--- config.mk ---
export PLATFORM = sky130hd
export DESIGN_NAME = alu_bw_core
export DESIGN_NICKNAME = d
export VERILOG_FILES = /design/src/rtl/alu_bw_pkg.sv /design/src/rtl/alu_bw_opnd.sv /design/src/rtl/alu_bw_lane_add.sv /design/src/rtl/alu_bw_result.sv /design/src/rtl/alu_bw_core.sv
export SDC_FILE = /design/constraint.sdc
export NUM_CORES = 1
export LEC_CHECK = 0
export ABC_AREA = 1
export BUFFER_PORTS_ARGS = -buffer_cell sky130_fd_sc_hd__buf_2
export CELL_PAD_IN_SITES_DETAIL_PLACEMENT = 0
export CELL_PAD_IN_SITES_GLOBAL_PLACEMENT = 1
export CORE_MARGIN = 5
export CORE_UTILIZATION = 34
export CTS_CLUSTER_SIZE = 14
export DETAILED_ROUTE_END_ITERATION = 6
export PLACE_DENSITY_LB_ADDON = 0.1
export SYNTH_ARGS = -nofsm -noshare
export SYNTH_HDL_FRONTEND = slang
export SYNTH_SLANG_ARGS = --single-unit
export TNS_END_PERCENT = 1
--- constraint.sdc ---
create_clock -name clk -period 0.8 [get_ports clk]
set_input_delay 0.08 -clock clk [delete_from_list [all_inputs] [get_ports clk]]
set_output_delay 0.08 -clock clk [all_outputs]
set_load 0.02 [all_outputs]
--- src/rtl/alu_bw_pkg.sv ---
package alu_bw_pkg;

   typedef enum logic [2:0] {
      OP_ADD  = 3'd0,
      OP_ADDC = 3'd1,
      OP_SUB  = 3'd2,
      OP_SUBC = 3'd3,
      OP_CMP  = 3'd4,
      OP_AND  = 3'd5,
      OP_XOR  = 3'd6,
      OP_RSVD = 3'd7
   } alu_op_e;

   typedef struct packed {
      logic c;
      logic z;
      logic n;
      logic v;
   } alu_flags_t;

   localparam alu_flags_t FLAGS_CLEAR = '{c: 1'b0, z: 1'b0, n: 1'b0, v: 1'b0};

endpackage

--- src/rtl/alu_bw_opnd.sv ---
// Operand conditioning: picks the second addend, the effective carry and the
// write intents for each operation code.
module alu_bw_opnd
   import alu_bw_pkg::*;
#(
   parameter int DATA_W = 16
) (
   input  alu_op_e           op,
   input  logic [DATA_W-1:0] src,
   input  logic              carry_in,
   output logic [DATA_W-1:0] b_opnd,
   output logic              cin_eff,
   output logic              is_logic,
   output logic              logic_xor,
   output logic              res_wr,
   output logic              flag_wr
);

   always_comb begin
      b_opnd    = src;
      cin_eff   = 1'b0;
      is_logic  = 1'b0;
      logic_xor = 1'b0;
      res_wr    = 1'b1;
      flag_wr   = 1'b1;
      unique case (op)
         OP_ADD:  cin_eff = 1'b0;
         OP_ADDC: cin_eff = carry_in;
         OP_SUB: begin
            b_opnd  = ~src;
            cin_eff = 1'b1;
         end
         OP_SUBC: begin
            b_opnd  = ~src;
            cin_eff = carry_in;
         end
         OP_CMP: begin
            b_opnd  = ~src;
            cin_eff = 1'b1;
            res_wr  = 1'b0;
         end
         OP_AND:  is_logic = 1'b1;
         OP_XOR: begin
            is_logic  = 1'b1;
            logic_xor = 1'b1;
         end
         default: begin
            res_wr  = 1'b0;
            flag_wr = 1'b0;
         end
      endcase
   end

endmodule

--- src/rtl/alu_bw_lane_add.sv ---
// Lane-segmented adder: one carry and one overflow tap per narrow lane.
module alu_bw_lane_add #(
   parameter int DATA_W    = 16,
   parameter int LANE_W    = 8,
   parameter bit LANE_CSEL = 1'b1,
   localparam int LANES    = DATA_W / LANE_W
) (
   input  logic [DATA_W-1:0] a,
   input  logic [DATA_W-1:0] b,
   input  logic              cin,
   output logic [DATA_W-1:0] sum,
   output logic [LANES-1:0]  lane_co,
   output logic [LANES-1:0]  lane_ov
);

   logic [LANES:0] chain;
   assign chain[0] = cin;

   for (genvar g = 0; g < LANES; g++) begin : g_lane
      logic [LANE_W-1:0] a_l;
      logic [LANE_W-1:0] b_l;
      logic [LANE_W-1:0] s_l;
      logic              co_l;

      assign a_l = a[g*LANE_W +: LANE_W];
      assign b_l = b[g*LANE_W +: LANE_W];

      if (LANE_CSEL && (g > 0)) begin : g_csel
         logic [LANE_W:0] t0;
         logic [LANE_W:0] t1;
         assign t0 = {1'b0, a_l} + {1'b0, b_l};
         assign t1 = {1'b0, a_l} + {1'b0, b_l} + {{LANE_W{1'b0}}, 1'b1};
         assign {co_l, s_l} = chain[g] ? t1 : t0;
      end else begin : g_ripple
         logic [LANE_W:0] t;
         assign t = {1'b0, a_l} + {1'b0, b_l} + {{LANE_W{1'b0}}, chain[g]};
         assign {co_l, s_l} = t;
      end

      assign sum[g*LANE_W +: LANE_W] = s_l;
      assign chain[g+1]              = co_l;
      assign lane_co[g]              = co_l;
      assign lane_ov[g] = (a_l[LANE_W-1] == b_l[LANE_W-1]) &&
                          (s_l[LANE_W-1] != a_l[LANE_W-1]);
   end

endmodule

--- src/rtl/alu_bw_result.sv ---
// Result selection, width masking and flag formation at the chosen width.
module alu_bw_result
   import alu_bw_pkg::*;
#(
   parameter int DATA_W = 16,
   parameter int LANE_W = 8,
   localparam int LANES = DATA_W / LANE_W
) (
   input  logic              byte_mode,
   input  logic              is_logic,
   input  logic              logic_xor,
   input  logic [DATA_W-1:0] dst,
   input  logic [DATA_W-1:0] src,
   input  logic [DATA_W-1:0] sum,
   input  logic [LANES-1:0]  lane_co,
   input  logic [LANES-1:0]  lane_ov,
   output logic [DATA_W-1:0] res,
   output alu_flags_t        flags
);

   localparam logic [DATA_W-1:0] NARROW_MASK =
      {{(DATA_W-LANE_W){1'b0}}, {LANE_W{1'b1}}};

   logic [DATA_W-1:0] raw;
   logic              zf;

   always_comb begin
      if (is_logic) raw = logic_xor ? (dst ^ src) : (dst & src);
      else          raw = sum;
   end

   assign res = byte_mode ? (raw & NARROW_MASK) : raw;
   assign zf  = (res == '0);

   always_comb begin
      flags   = FLAGS_CLEAR;
      flags.z = zf;
      flags.n = byte_mode ? res[LANE_W-1] : res[DATA_W-1];
      if (is_logic) begin
         flags.c = ~zf;
         flags.v = 1'b0;
      end else begin
         flags.c = byte_mode ? lane_co[0] : lane_co[LANES-1];
         flags.v = byte_mode ? lane_ov[0] : lane_ov[LANES-1];
      end
   end

endmodule

--- src/rtl/alu_bw_core.sv ---
module alu_bw_core
   import alu_bw_pkg::*;
#(
   parameter int DATA_W    = 16,
   parameter int LANE_W    = 8,
   parameter bit LANE_CSEL = 1'b1
) (
   input  logic              clk,
   input  logic              rst_n,
   input  logic              in_valid,
   input  logic [2:0]        op,
   input  logic              byte_mode,
   input  logic [DATA_W-1:0] src,
   input  logic [DATA_W-1:0] dst,
   input  logic              carry_in,
   output logic [DATA_W-1:0] res,
   output logic              wr_en,
   output logic              flag_we,
   output logic              flag_c,
   output logic              flag_z,
   output logic              flag_n,
   output logic              flag_v
);

   localparam int LANES = DATA_W / LANE_W;

   initial begin : p_param_chk
      assert (LANE_W >= 2) else $fatal(1, "lane width too small");
      assert (DATA_W % LANE_W == 0) else $fatal(1, "data width not a lane multiple");
      assert (LANES >= 2) else $fatal(1, "at least two lanes required");
   end

   alu_op_e           op_e;
   logic [DATA_W-1:0] src_w;
   logic [DATA_W-1:0] dst_w;
   logic [DATA_W-1:0] b_opnd;
   logic              cin_eff;
   logic              is_logic;
   logic              logic_xor;
   logic              res_wr;
   logic              flag_wr;
   logic [DATA_W-1:0] sum;
   logic [LANES-1:0]  lane_co;
   logic [LANES-1:0]  lane_ov;
   logic [DATA_W-1:0] res_d;
   alu_flags_t        flags_d;
   alu_flags_t        flags_q;

   assign op_e  = alu_op_e'(op);
   assign src_w = src;
   assign dst_w = dst;

   alu_bw_opnd #(.DATA_W(DATA_W)) u_opnd (
      .op        (op_e),
      .src       (src_w),
      .carry_in  (carry_in),
      .b_opnd    (b_opnd),
      .cin_eff   (cin_eff),
      .is_logic  (is_logic),
      .logic_xor (logic_xor),
      .res_wr    (res_wr),
      .flag_wr   (flag_wr)
   );

   alu_bw_lane_add #(.DATA_W(DATA_W), .LANE_W(LANE_W), .LANE_CSEL(LANE_CSEL)) u_add (
      .a       (dst_w),
      .b       (b_opnd),
      .cin     (cin_eff),
      .sum     (sum),
      .lane_co (lane_co),
      .lane_ov (lane_ov)
   );

   alu_bw_result #(.DATA_W(DATA_W), .LANE_W(LANE_W)) u_res (
      .byte_mode (byte_mode),
      .is_logic  (is_logic),
      .logic_xor (logic_xor),
      .dst       (dst_w),
      .src       (src_w),
      .sum       (sum),
      .lane_co   (lane_co),
      .lane_ov   (lane_ov),
      .res       (res_d),
      .flags     (flags_d)
   );

   always_ff @(posedge clk or negedge rst_n) begin
      if (!rst_n) begin
         res     <= '0;
         flags_q <= FLAGS_CLEAR;
         wr_en   <= 1'b0;
         flag_we <= 1'b0;
      end else begin
         wr_en   <= in_valid && res_wr;
         flag_we <= in_valid && flag_wr;
         if (in_valid && flag_wr) begin
            res     <= res_d;
            flags_q <= flags_d;
         end
      end
   end

   assign flag_c = flags_q.c;
   assign flag_z = flags_q.z;
   assign flag_n = flags_q.n;
   assign flag_v = flags_q.v;

endmodule

==> flow_metrics.py, run 1 <==
metrics = {
    "cts": {
        "clock_sinks": 22,
        "htreeDepth": 1,
        "cts-buffers-inserted": 3,
        "clock_tree.root_cell": "clkbuf_8",
        "clockBufferDepth": 2,
        "path_clk_slew_ns": 0.07,
        "clk_latency_ns": 0.26,
        "cts_tree": "done",
    },
    "final_layout": {
        "syn2layout_area_growth_pct": 56.00,
        "num_antenna_cells": 0,
        "drive_above_1_share_pct": 38.72,
        "num-nets-final": 652,
        "fillers": 793,
    },
    "sta": {
        "slew_headroom_pct": 68.43,
        "finalSetupTns_ns": -28.02,
        "finalCriticalPeriod_ns": 2.477,
        "finalClockSkew_ns": 0,
        "finalHoldViolations": 0,
        "setup_violations": 43,
        "maxSlewViolCount": 0,
        "worst_pin_slew_ns": 0.4735,
        "setup_ws_ns": -1.677,
        "rsz0062_at_grt": "true",
        "max_freq_mhz": 403.7,
        "fin_crit_sh_pct": 309.6,
    },
    "placement": {
        "place_congestion": 0.8342,
        "post-place-ws_ns": -2.077,
        "portBuffers": 61,
        "dp_hpwl_um": 6910,
    },
    "worst_hold_path": {
        "hp-class": "input port to flip-flop",
    },
    "synthesis": {
        "synth.distinct_cells": 31,
        "yosys-top-cells-area": "nand2_1 21%, dfrtp_1 21%, ha_1 15%",
        "syn_area_per_cell_um2": 6.512,
        "async_reset_ff_share_pct": 100.0,
        "synth-edff-count": 0,
        "syn-num-nets": 485,
        "synth_cells": 410,
        "yosysTopAreaCell": "nand2_1",
        "synth.most_common_cell": "nand2_1",
        "syn_area_mm2": 0.002670,
        "yosysTopAreaCellShare_pct": 20.81,
        "yosys_register_bits": 22,
        "synth-seq-area-share_pct": 20.62,
        "synth_common_cells": "148 x nand2_1, 49 x nand3_1, 39 x inv_1, 32 x ha_1",
        "synth_top_flop_cell": "dfrtp_1",
        "synth_warnings": 0,
    },
    "run_status": {
        "status": "complete, but fails checks",
        "violations": "setup timing",
    },
    "routing": {
        "drtIter0Drc": 84,
        "final_antenna_net_count": 0,
        "wl_um": 7997,
        "vias_per_cell": 4.518,
        "num_vias": 3063,
        "firstDrtPassIters": 4,
        "wl_per_cell_um": 11.79,
        "drc": 0,
    },
    "grt": {
        "grt_pass1_vias": 3025,
        "grt_max_degree": 26,
        "antenna_found_initial": 0,
        "track_usage_pct": 16.74,
        "grt_pass1_wl_um": 13660,
        "overflow": 0,
    },
    "power_and_ir_drop": {
        "ir_drop_mv": 0.6800,
        "leakagePower_uw": 0.002317,
        "p_total_uw": 6304,
        "power-per-cell-area_mw_per_mm2": 1514,
    },
    "die": {
        "pin_count": 62,
        "die_x_um": 98.62,
        "die_h_um": 98.62,
        "rows": 32,
        "dieArea_mm2": 0.009725,
        "start_util_pct": 34.73,
        "placeableCoreArea_mm2": 0.007687,
    },
    "critical_path": {
        "crit_required_ns": 0.95,
        "critPathKind": "input port to flip-flop",
        "endpoint_kind": "flip-flop",
        "cp_data_arrival_time_ns": 2.63,
        "start_kind": "input port",
        "crit_fanout": 5,
    },
    "flow_run": {
        "drv_cap": 0,
    },
}
## repair_timing
item	CTS	global route
setup endpoints to repair	44	44
hold buffers	1	0
gates resized for setup	26	29
setup buffers	3	0
pin swaps	10	5
cloned	0	0
endpoints found under the hold margin	22	0
## path summary, 6_finish.rpt
| kind | cells past startpoint | slack [ns] | from | to |
|---|---|---|---|---|
| worst min register to register | 2 | 0.48 | res[11]$_DFFE_PN0P_ | res[11]$_DFFE_PN0P_ |
| min in group asynchronous | 2 | 0.31 | rst_n | res[11]$_DFFE_PN0P_ |
| worst min-delay path | 4 | 0.18 | in_valid | wr_en$_DFF_PN0_ |
| worst max-delay path | 20 | -1.68 | op[1] | flag_c$_DFFE_PN0P_ |
| max in group asynchronous | 2 | 0.17 | rst_n | res[14]$_DFFE_PN0P_ |
| worst max register to register | 2 | 0.14 | flag_n$_DFFE_PN0P_ | flag_n$_DFFE_PN0P_ |
## layout by cell type (no fill, tap or decap), types with 3 or more instances in the layout
| cell | synthesis | final |
|---|---|---|
| buf_2 | 2 | 54 |
| nor2_1 | 22 | 22 |
| nand2_1 | 148 | 137 |
| nand3_2 | 1 | 6 |
| a21oi_1 | 13 | 11 |
| xnor2_2 | 0 | 4 |
| nand3_1 | 49 | 44 |
| buf_4 | 0 | 105 |
| xnor2_1 | 16 | 12 |
| clkbuf_8 | 0 | 4 |
| o21ai_0 | 13 | 9 |
| a31oi_1 | 5 | 4 |
| nand3b_1 | 3 | 3 |
| inv_1 | 39 | 37 |
| nand2_2 | 3 | 12 |
| ha_1 | 32 | 31 |
| buf_6 | 4 | 8 |
| o21ai_1 | 6 | 9 |
| o21ai_4 | 0 | 3 |
| dfrtp_1 | 22 | 22 |
| inv_2 | 6 | 7 |
## area by class of cell
| type | count | area, um2 | share of cell area, % |
|---|---|---|---|
| multi-input cells | 332 | 2039 | 48.96 |
| flip-flops and latches | 22 | 550.5 | 13.22 |
| inverters | 47 | 178.9 | 4.296 |
| well taps | 102 | 127.6 | 3.064 |
| repair buffers | 171 | 1214 | 29.14 |
| clock buffers | 4 | 55.05 | 1.322 |
## kinds of logic (layout without fill, tap and decap cells)
kind of cell	count (synthesis)	after routing	synth area share, %
and+or+nand+nor	237	237	38.47
buffers and inverters	56	222	9.091
AOI/OAI and AO/OA	42	42	8.669
adders and majority gates	35	35	17.24
DFF	22	22	20.62
xor gates and xnor gates	18	18	5.904
## worst max-delay path, cell delays in order
cell	delay, ns
buf_8	0.11
o21ai_4	0.18
o21ai_4	0.13
xnor2_2	0.15
ha_2	0.19
inv_1	0.05
fa_1	0.50
inv_1	0.08
ha_1	0.17
nand2_1	0.06
nor2_1	0.13
nand3_1	0.13
nand2_1	0.10
nand2_1	0.06
nand3_1	0.10
nand3_1	0.08
nor2_1	0.14
nand3_1	0.09
nand2_1	0.06
nand2_1	0.04
## flip-flops by register name, indices dropped and copies added, names as in the netlist
signal and cells:
res 16, flag_c 1, flag_n 1, flag_v 1, flag_we 1, flag_z 1, wr_en 1
## layer usage
metal	global-route usage [%]	part of all wire [%]
met3	1.769	4.1
met4	3.046	0.54
met5	0	0
met2	26.68	43
met1	24.70	52
## where the power goes
group	leakage, uW	internal, uW	switching (uW)
clock	0.0000288	438	333
combinational	0.00201	1940	2170
sequential	0.000275	1310	113
## metrics by stage
stage	util, %	area [um2]	std cells	hold slack (ns)
2_1_floorplan	-	2701	410	-0.2156
3_3_place_gp	50.50	3882	670	0.06393
3_5_place_dp	50.50	3882	670	0.06148
4_1_cts	52.88	4065	678	0.1645
5_1_grt	54.18	4165	678	0.2027
6_report	54.18	4165	678	0.1806
(Power assumes the default switching activity.)
==> run 2, diff against run 1 <==
--- a/config.mk
+++ b/config.mk
@@ -10,7 +10,8 @@
 export CELL_PAD_IN_SITES_DETAIL_PLACEMENT = 0
 export CELL_PAD_IN_SITES_GLOBAL_PLACEMENT = 1
 export CORE_MARGIN = 5
-export CORE_UTILIZATION = 34
+export CORE_UTILIZATION = 35
+export CTS_BUF_LIST = sky130_fd_sc_hd__clkbuf_8
 export CTS_CLUSTER_SIZE = 14
 export DETAILED_ROUTE_END_ITERATION = 6
 export PLACE_DENSITY_LB_ADDON = 0.1
==> run 2 against run 1 <==
Net effect:
- the run still ends with setup timing left
- non-clock buffer count is 1 lower
- wire length is 1.6% higher
- power is 4.9% higher
- clock skew stayed put
- final cell count is 0.59% lower
- critical path depth is 2 lower
- die area is 2.6% lower
- first-iteration DRC count is 1.2% higher
- largest cell class unchanged
==> flow_metrics.py, run 2 (synthesis results as in run 1) <==
metrics = {
    "sta": {
        "slew_headroom_pct": 67.65,
        "rsz0062_at_grt": "true",
        "hold_slack_ns": 0.1883,
        "finalHoldViolations": 0,
        "setup_ws_ns": -1.668,
        "setup_violations": 42,
        "finalCriticalPeriod_ns": 2.468,
        "finalSetupTns_ns": -27.13,
        "finalClockSkew_ns": 0,
        "worst_pin_slew_ns": 0.4852,
        "fin_crit_sh_pct": 308.5,
        "maxSlewViolCount": 0,
        "max_freq_mhz": 405.2,
    },
    "final_layout": {
        "syn2layout_area_growth_pct": 57.03,
        "final_common_cell": "nand2_1",
        "num-nets-final": 651,
        "layout_common_cells": "135 x nand2_1, 105 x buf_4, 52 x buf_2, 44 x nand3_1, 36 x inv_1",
        "drive_above_1_share_pct": 40.17,
        "regMostFlops": "res",
        "largest_reg_flops": 16,
        "num_antenna_cells": 0,
        "fin_cells": 674,
    },
    "critical_path": {
        "regToRegSetupSlack_ns": 0.13,
        "worstPathCellList": "buf_8, o21ai_4, o21ai_4, xnor2_1, ha_2, inv_1, fa_1, inv_1, ha_1, nand2_1, nor2_2, nand3_1, o21ai_1, nand2_1, a21oi_2, nor2_2, nand3_1, nand2_1",
        "max_stage_delay_ns": 0.46,
        "crit_path_frequent_cell": "nand2_1",
        "endpoint_kind": "flip-flop",
        "crit_required_ns": 0.95,
        "slowest_stage": "fa_1",
        "cp_data_arrival_time_ns": 2.62,
        "critPathKind": "input port to flip-flop",
        "start_kind": "input port",
        "crit_fanout": 5,
    },
    "die": {
        "die_h_um": 97.34,
        "pin_count": 62,
        "rows": 31,
        "dieArea_mm2": 0.009475,
        "start_util_pct": 36.42,
        "die_x_um": 97.34,
        "placeableCoreArea_mm2": 0.007331,
    },
    "power_and_ir_drop": {
        "leakagePower_uw": 0.002309,
        "power-per-cell-area_mw_per_mm2": 1578,
        "ir_drop_mv": 0.8794,
    },
    "routing": {
        "firstDrtPassIters": 4,
        "drtIter0Drc": 85,
        "drc": 0,
        "wl_um": 8121,
        "final_antenna_net_count": 0,
        "vias_per_cell": 4.574,
        "wl_per_cell_um": 12.05,
        "num_vias": 3083,
    },
    "run_status": {
        "status": "complete, but fails checks",
        "violations": "setup timing",
    },
    "cts": {
        "path_clk_slew_ns": 0.08,
        "cts_tree": "done",
        "clock_sinks": 22,
        "htreeDepth": 1,
        "cts-buffers-inserted": 3,
        "clockBufferDepth": 2,
        "clock_tree.root_cell": "clkbuf_8",
        "clk_latency_ns": 0.26,
    },
    "placement": {
        "dp_hpwl_um": 6908,
        "portBuffers": 61,
        "post-place-cells": 667,
        "place_congestion": 0.8386,
    },
    "grt": {
        "grt_pass1_vias": 2922,
        "overflow": 0,
        "antenna_found_initial": 0,
        "grt_max_degree": 26,
        "track_usage_pct": 17.07,
        "grt_pass1_wl_um": 13590,
    },
    "worst_hold_path": {
        "hp-class": "input port to flip-flop",
    },
    "flow_run": {
        "drv_cap": 0,
    },
}
-- run 2: changes by cell type in the layout (fill, tap and decap cells not counted), sizes merged --
cell	previous run	this run
buf	170	169
bufinv	0	1
clkbuf	4	3
-- run 2: cell type report --
| type | count | area [um2] |
|---|---|---|
| fillers | 734 | 3138 |
| multi-input cells | 332 | 2067 |
| repair buffers | 170 | 1201 |
| flip-flops and latches | 22 | 550.5 |
| inverters | 47 | 178.9 |
| well taps | 99 | 123.9 |
| clock buffers | 3 | 41.29 |
| clock inverters | 1 | 30.03 |
-- run 2: final timing paths --
path	from	endpoint	cells after the start
worst max-delay path	op[0]	flag_z$_DFFE_PN0P_	18
worst min-delay path	in_valid	wr_en$_DFF_PN0_	4
worst max register to register	res[6]$_DFFE_PN0P_	res[6]$_DFFE_PN0P_	2
worst min register to register	res[7]$_DFFE_PN0P_	res[7]$_DFFE_PN0P_	2
max in group asynchronous	rst_n	res[3]$_DFFE_PN0P_	2
min in group asynchronous	rst_n	res[13]$_DFFE_PN0P_	2
-- run 2: stage by stage --
stage / setup slack, ns / util, % / cell area (um2) / power [uW]
6_report: -1.668 / 57.19 / 4193 / 6616
5_1_grt: -1.887 / 57.19 / 4193 / 7186
4_1_cts: -1.691 / 55.27 / 4051 / 6405
3_5_place_dp: -2.066 / 52.57 / 3854 / 5193
3_3_place_gp: -2.001 / 52.57 / 3854 / 5152
2_1_floorplan: -2.011 / - / 2701 / 3537
-- run 2: what timing repair did --
action	CTS	global route
gates cloned	0	0
endpoints found under the hold margin	22	0
pin swaps	6	8
hold buffers	1	0
resized for setup	33	42
setup endpoints to repair	43	43
buffers inserted	2	0
-- run 2: worst max-delay path: cells and delay by family --
kind,cells,cell delay [ns]
adder cells (fa/ha/maj),3,0.82
AND/OR/NAND/NOR,7,0.67
AO/OA/AOI/OAI,4,0.63
buffers and inverters,3,0.23
XOR/XNOR,1,0.18
-- run 2: per-layer routing --
layer  track usage [%]  share of wire (%)  wire length, um
met1             24.19                 49             3992
met2             28.98                 47             3851
met3             1.723                3.4              277
met4             1.917                  0                0
met5                 0                  0                0
-- run 2: power by group --
part           total (uW)  switching [uW]  leakage [uW]  internal, uW
clock network        1030             359     0.0000357           668
logic                4150            2210       0.00200          1940
registers            1440             124      0.000275          1310
total                6620            2690       0.00231          3920
